[src/rtl/tmr_pkg.sv]
package tmr_pkg;

    typedef enum logic [2:0] {
        RA_FLAG   = 3'd0,
        RA_CTRL   = 3'd1,
        RA_COUNT  = 3'd2,
        RA_PSLIM  = 3'd3,
        RA_PSCNT  = 3'd4,
        RA_MATCH  = 3'd5,
        RA_ACTION = 3'd6,
        RA_MODE   = 3'd7
    } reg_addr_e;

    // control: bit 1 hold, bit 0 run
    typedef struct packed {
        logic hold;
        logic run;
    } ctrl_t;

    // actions: bit 2 stop, bit 1 zero, bit 0 interrupt
    typedef struct packed {
        logic stop;
        logic zero;
        logic intr;
    } act_t;

    localparam int CTRL_W = $bits(ctrl_t);
    localparam int ACT_W  = $bits(act_t);

    function automatic logic is_write(input logic we, input logic [2:0] a, input reg_addr_e r);
        return we && (a == r);
    endfunction

endpackage

[src/rtl/tmr_prescaler.sv]
module tmr_prescaler #(
    parameter int W = 32
) (
    input  logic         clk,
    input  logic         rst,
    input  logic         hold,
    input  logic         run,
    input  logic         ld,
    input  logic [W-1:0] ld_val,
    input  logic [W-1:0] limit,
    output logic [W-1:0] pc,
    output logic         tick
);
    logic at_limit;

    assign at_limit = (pc >= limit);
    assign tick     = run && !ld && at_limit;

    always_ff @(posedge clk) begin
        if (rst) begin
            pc <= '0;
        end else if (hold) begin
            pc <= '0;
        end else if (ld) begin
            pc <= ld_val;
        end else if (run) begin
            pc <= at_limit ? '0 : pc + 1'b1;
        end
    end
endmodule

[src/rtl/tmr_counter.sv]
module tmr_counter
    import tmr_pkg::*;
#(
    parameter int W = 32
) (
    input  logic         clk,
    input  logic         rst,
    input  logic         hold,
    input  logic         tick,
    input  logic         ld,
    input  logic [W-1:0] ld_val,
    input  logic [W-1:0] match_val,
    input  act_t         act,
    output logic [W-1:0] tc,
    output logic         hit
);
    logic [W-1:0] tc_next;

    assign tc_next = tc + 1'b1;
    assign hit     = tick && !ld && !hold && (tc_next == match_val);

    always_ff @(posedge clk) begin
        if (rst) begin
            tc <= '0;
        end else if (hold) begin
            tc <= '0;
        end else if (ld) begin
            tc <= ld_val;
        end else if (tick) begin
            tc <= (hit && act.zero) ? '0 : tc_next;
        end
    end
endmodule

[src/rtl/tmr_regs.sv]
module tmr_regs
    import tmr_pkg::*;
#(
    parameter int W      = 32,
    parameter int MODE_W = 2
) (
    input  logic              clk,
    input  logic              rst,
    input  logic              wr_en,
    input  logic [2:0]        addr,
    input  logic [W-1:0]      wdata,
    input  logic              hit,
    output ctrl_t             ctrl,
    output act_t              act,
    output logic              flag,
    output logic [W-1:0]      match_val,
    output logic [W-1:0]      ps_limit,
    output logic [MODE_W-1:0] mode
);
    always_ff @(posedge clk) begin
        if (rst) begin
            ctrl      <= '0;
            act       <= '0;
            flag      <= 1'b0;
            match_val <= '0;
            ps_limit  <= '0;
            mode      <= '0;
        end else begin
            if (is_write(wr_en, addr, RA_CTRL))   ctrl      <= ctrl_t'(wdata[CTRL_W-1:0]);
            if (is_write(wr_en, addr, RA_ACTION)) act       <= act_t'(wdata[ACT_W-1:0]);
            if (is_write(wr_en, addr, RA_MATCH))  match_val <= wdata;
            if (is_write(wr_en, addr, RA_PSLIM))  ps_limit  <= wdata;
            if (is_write(wr_en, addr, RA_MODE))   mode      <= wdata[MODE_W-1:0];
            if (is_write(wr_en, addr, RA_FLAG) && wdata[0]) flag <= 1'b0;
            // match actions take priority and ignore the flag state
            if (hit && act.stop) ctrl.run <= 1'b0;
            if (hit && act.intr) flag     <= 1'b1;
        end
    end
endmodule

[src/rtl/tmr_match_timer.sv]
module tmr_match_timer
    import tmr_pkg::*;
#(
    parameter int DATA_W = 32,
    parameter int MODE_W = 2
) (
    input  logic              clk,
    input  logic              rst,
    input  logic              wr_en,
    input  logic [2:0]        addr,
    input  logic [DATA_W-1:0] wdata,
    output logic [DATA_W-1:0] rdata,
    output logic              irq
);
    ctrl_t              ctrl_q;
    act_t               act_q;
    logic               flag_q;
    logic [DATA_W-1:0]  match_q;
    logic [DATA_W-1:0]  pslim_q;
    logic [MODE_W-1:0]  mode_q;
    logic [DATA_W-1:0]  pc_q;
    logic [DATA_W-1:0]  tc_q;
    logic               tick;
    logic               hit;
    logic               run;
    logic               ld_tc;
    logic               ld_pc;

    assign run   = ctrl_q.run && !ctrl_q.hold && (mode_q == '0);
    assign ld_tc = is_write(wr_en, addr, RA_COUNT);
    assign ld_pc = is_write(wr_en, addr, RA_PSCNT);

    tmr_regs #(.W(DATA_W), .MODE_W(MODE_W)) u_regs (
        .clk(clk), .rst(rst), .wr_en(wr_en), .addr(addr), .wdata(wdata),
        .hit(hit), .ctrl(ctrl_q), .act(act_q), .flag(flag_q),
        .match_val(match_q), .ps_limit(pslim_q), .mode(mode_q)
    );

    tmr_prescaler #(.W(DATA_W)) u_presc (
        .clk(clk), .rst(rst), .hold(ctrl_q.hold), .run(run),
        .ld(ld_pc), .ld_val(wdata), .limit(pslim_q), .pc(pc_q), .tick(tick)
    );

    tmr_counter #(.W(DATA_W)) u_count (
        .clk(clk), .rst(rst), .hold(ctrl_q.hold), .tick(tick),
        .ld(ld_tc), .ld_val(wdata), .match_val(match_q), .act(act_q),
        .tc(tc_q), .hit(hit)
    );

    always_comb begin
        rdata = '0;
        unique case (reg_addr_e'(addr))
            RA_FLAG:   rdata[0]          = flag_q;
            RA_CTRL:   rdata[CTRL_W-1:0] = ctrl_q;
            RA_COUNT:  rdata             = tc_q;
            RA_PSLIM:  rdata             = pslim_q;
            RA_PSCNT:  rdata             = pc_q;
            RA_MATCH:  rdata             = match_q;
            RA_ACTION: rdata[ACT_W-1:0]  = act_q;
            RA_MODE:   rdata[MODE_W-1:0] = mode_q;
            default:   rdata             = '0;
        endcase
    end

    assign irq = flag_q && act_q.intr;
endmodule

[config.mk]
export PLATFORM = sky130hd
export DESIGN_NAME = tmr_match_timer
export DESIGN_NICKNAME = d
export VERILOG_FILES = /design/src/rtl/tmr_pkg.sv /design/src/rtl/tmr_prescaler.sv /design/src/rtl/tmr_counter.sv /design/src/rtl/tmr_regs.sv /design/src/rtl/tmr_match_timer.sv
export SDC_FILE = /design/constraint.sdc
export NUM_CORES = 1
export LEC_CHECK = 0
export ABC_AREA = 1
export BUFFER_PORTS_ARGS = -buffer_cell sky130_fd_sc_hd__buf_4
export CORE_UTILIZATION = 40
export CTS_BUF_LIST = sky130_fd_sc_hd__clkbuf_4
export DETAILED_ROUTE_END_ITERATION = 10
export SETUP_SLACK_MARGIN = 0.02
export SLEW_MARGIN = 20
export SYNTH_ARGS = -nofsm -noshare
export SYNTH_HDL_FRONTEND = slang
export SYNTH_SLANG_ARGS = --single-unit
[constraint.sdc]
create_clock -name clk -period 2.5 [get_ports clk]
set_clock_uncertainty 0.05 [all_clocks]
set_input_delay 0.125 -clock clk [delete_from_list [all_inputs] [get_ports clk]]
set_output_delay 0.125 -clock clk [all_outputs]
set_load 0.02 [all_outputs]
==> flow_summary.ini <==
[layout]
final_common_cell = nand2_1
nFillCells = 2330
syn_to_final_growth_pct = 32.2
drive_gt1_frac = 0.225
layout_common_cells = 338 x nand2_1, 214 x inv_1, 204 x buf_4, 145 x a21oi_1, 122 x o21ai_0
multi_input_area_sq_um = 6050
seq_area_sq_um = 2770
fin_cells = 2088
final_nets = 1833

[setup_path]
path_max_fanout = 16
end_kind = flop
path_delay_family = simple AND/OR/NAND/NOR gates
crit_path_start_kind = flop
crit_required_ns = 2.92
critPathArrivalTime_ns = 2.89
path_cells = buf_6 -> inv_2 -> nor2_8 -> nand2_8 -> nor2_4 -> nand2_1 -> nand2_1 -> nand2_1 -> nand2_1 -> nand4_1 -> nor2_2 -> nand2_1 -> nor2_4 -> nand3_4 -> buf_12 -> nand2_1 -> a21oi_1
cp_num_buf_inv = 3
cpPeakStageDelay_ns = 0.39
worst-setup-path-type = flop to flop
cp_common_cell = nand2_1
critPathSlowestCell = dfxtp_4

[sta]
maxSlewHeadroom = 0.397
setup_viol_count_final = 0
whs_ns = 0.113
final_max_slew_viol_count = 0
max_clock_freq_mhz = 404
hold_violations = 0
tightest_slew_ns = 0.904
finalCritPeriodShare = 0.991
fin_crit_ns = 2.48
final.setup.tns_ns = 0
rsz0062_at_grt = yes

[yosys]
yosysWarnings = 0
ys_seq_area_frac = 0.287
synth_edf_count = 0
synth.avg_cell_area_sq_um = 6.16
synth_cells = 1538
yosys_register_bits = 136
ys_types = 41
synthesis.area_sq_um = 9480
syn-num-nets = 1610
synthFlopType = dfxtp_1
async_reset_ff_frac = 0

[global_route]
grt_util_all_layers = 0.329
antenna_found_initial = 1
grt_first_pass_wirelength_mm = 60.2
overflow = 0
first_global_vias = 10516
grt_max_degree = 65

[worst_hold_path]
hp-class = input pin to flop

[power]
p_leak_nw = 5.02
p_total_mw = 4.86
ir_drop_mv = 0.262
power.density_nw_per_um2 = 388

[cts]
clk_latency_ns = 0.60
clkSinkCount = 136
cts_buffers = 17
cts_buffer_depth = 2
clk_pin_slew_worst_paths_ns = 0.14
cts_tree = yes
htreeDepth = 4
root_buffer = clkbuf_4

[detailed_routing]
firstDrtPassIters = 6
ant_nets = 0
drt-initial-drc-count = 1171
wl_mm = 39.9
via_per_inst = 5.50
vias = 11480
wire_per_inst_um = 19.1
drc_errors = 0

[die]
placementRows = 55
initial_core_util = 0.413
dieArea_sq_um = 24300
fp.coreArea_sq_um = 22900
die_w_um = 156
io_pins = 71
die_h_um = 156

[run_status]
status = complete, no violations

[placement]
place.gp.congestion = 0.967
place_inst = 2001
place_hpwl_mm = 29.7
portBuffers = 70

[run]
cap_violations = 0
flip-flops by register name, summed over array words and instances, names as in the netlist:
| name | count |
|---|---|
| u_count.tc | 32 |
| u_presc.pc | 32 |
| u_regs.act | 3 |
| u_regs.ctrl | 2 |
| u_regs.flag | 1 |
| u_regs.match_val | 32 |
| u_regs.mode | 2 |
| u_regs.ps_limit | 32 |
worst reg2reg max path, delay by kind of cell, from the launching register on:
| kind | cells | cell delay (ns) |
|---|---|---|
| AO/OA/AOI/OAI | 1 | 0.06 |
| buffers and inverters | 3 | 0.37 |
| AND/OR/NAND/NOR | 13 | 1.48 |
| flip-flops | 1 | 0.39 |
path summary, 6_finish.rpt:
| path | from | to | slack (ns) | depth (start not counted) |
|---|---|---|---|---|
| hold / removal | addr[2] | u_regs.ps_limit[0] | 0.11 | 5 |
| setup / recovery | u_count.tc[0] | u_count.tc[5] | 0.02 | 17 |
| setup reg to reg | u_count.tc[0] | u_count.tc[5] | 0.02 | 17 |
| hold reg to reg | u_regs.act[2] | u_regs.ctrl[0] | 0.42 | 1 |
cells in the mapped netlist, drive strengths merged (2+ instances only):
cell,number,share of area
nor3,15,0.0085
nor4,7,0.0046
clkbuf,53,0.021
buf,4,0.0040
a31oi,32,0.021
nand2,378,0.16
a22oi,14,0.011
o211ai,4,0.0032
nand4,17,0.011
and3,2,0.0013
a21oi,153,0.081
ha,34,0.045
o22ai,36,0.024
o21ai,128,0.068
inv,222,0.088
xor2,7,0.0065
nor2,154,0.070
o21bai,2,0.0016
xnor3,2,0.0048
dfxtp,136,0.29
a221oi,3,0.0028
o221ai,13,0.012
nand3,115,0.063
logic make-up after synthesis:
| group | synth area share |
|---|---|
| AO/OA/AOI/OAI | 0.227 |
| XOR/XNOR | 0.0112 |
| buffers and inverters | 0.113 |
| flip-flops | 0.287 |
| adder cells (fa/ha/maj) | 0.0449 |
| AND/OR/NAND/NOR | 0.317 |
power breakdown:
group	switching, mW	internal (mW)
sequential	0.0558	2.23
clock	0.966	0.609
combinational	0.617	0.376
total	1.64	3.22
through the flow:
stage,setup slack [ns],cell area (sq um),util
final,0.0235,12500,0.546
after CTS,-0.0202,12000,0.524
after global routing,-0.133,12500,0.546
after global placement,-0.00192,11300,0.491
after floorplan,0.189,9480,-
after detailed placement,-0.0467,11300,0.491
per-layer routing:
metal | GRT usage | wire, um | vias up
met3 | 0.0747 | 4110 | 102
met1 | 0.472 | 17800 | 5205
li1 | - | - | 5586
met4 | 0.139 | 1600 | 0
met2 | 0.468 | 16300 | 587
met5 | 0 | 0 | -
area by class of cell:
| cell class | instances | area share |
|---|---|---|
| repair buffers | 261 | 0.175 |
| multi-input cells | 1123 | 0.483 |
| well taps | 313 | 0.0313 |
| diodes | 1 | 0.000200 |
| flip-flops and latches | 136 | 0.221 |
| clock inverters | 14 | 0.0119 |
| clock buffers | 18 | 0.0108 |
| inverters | 222 | 0.0665 |
timing repair:
item,4_1_cts,5_1_grt
hold buffers,42,0
gates cloned,0,3
setup endpoints to repair,36,66
pin swaps,4,32
endpoints found under the hold margin,133,0
resized for setup,13,121
buffers inserted,0,9
Power figures use the tool's default switching activity.
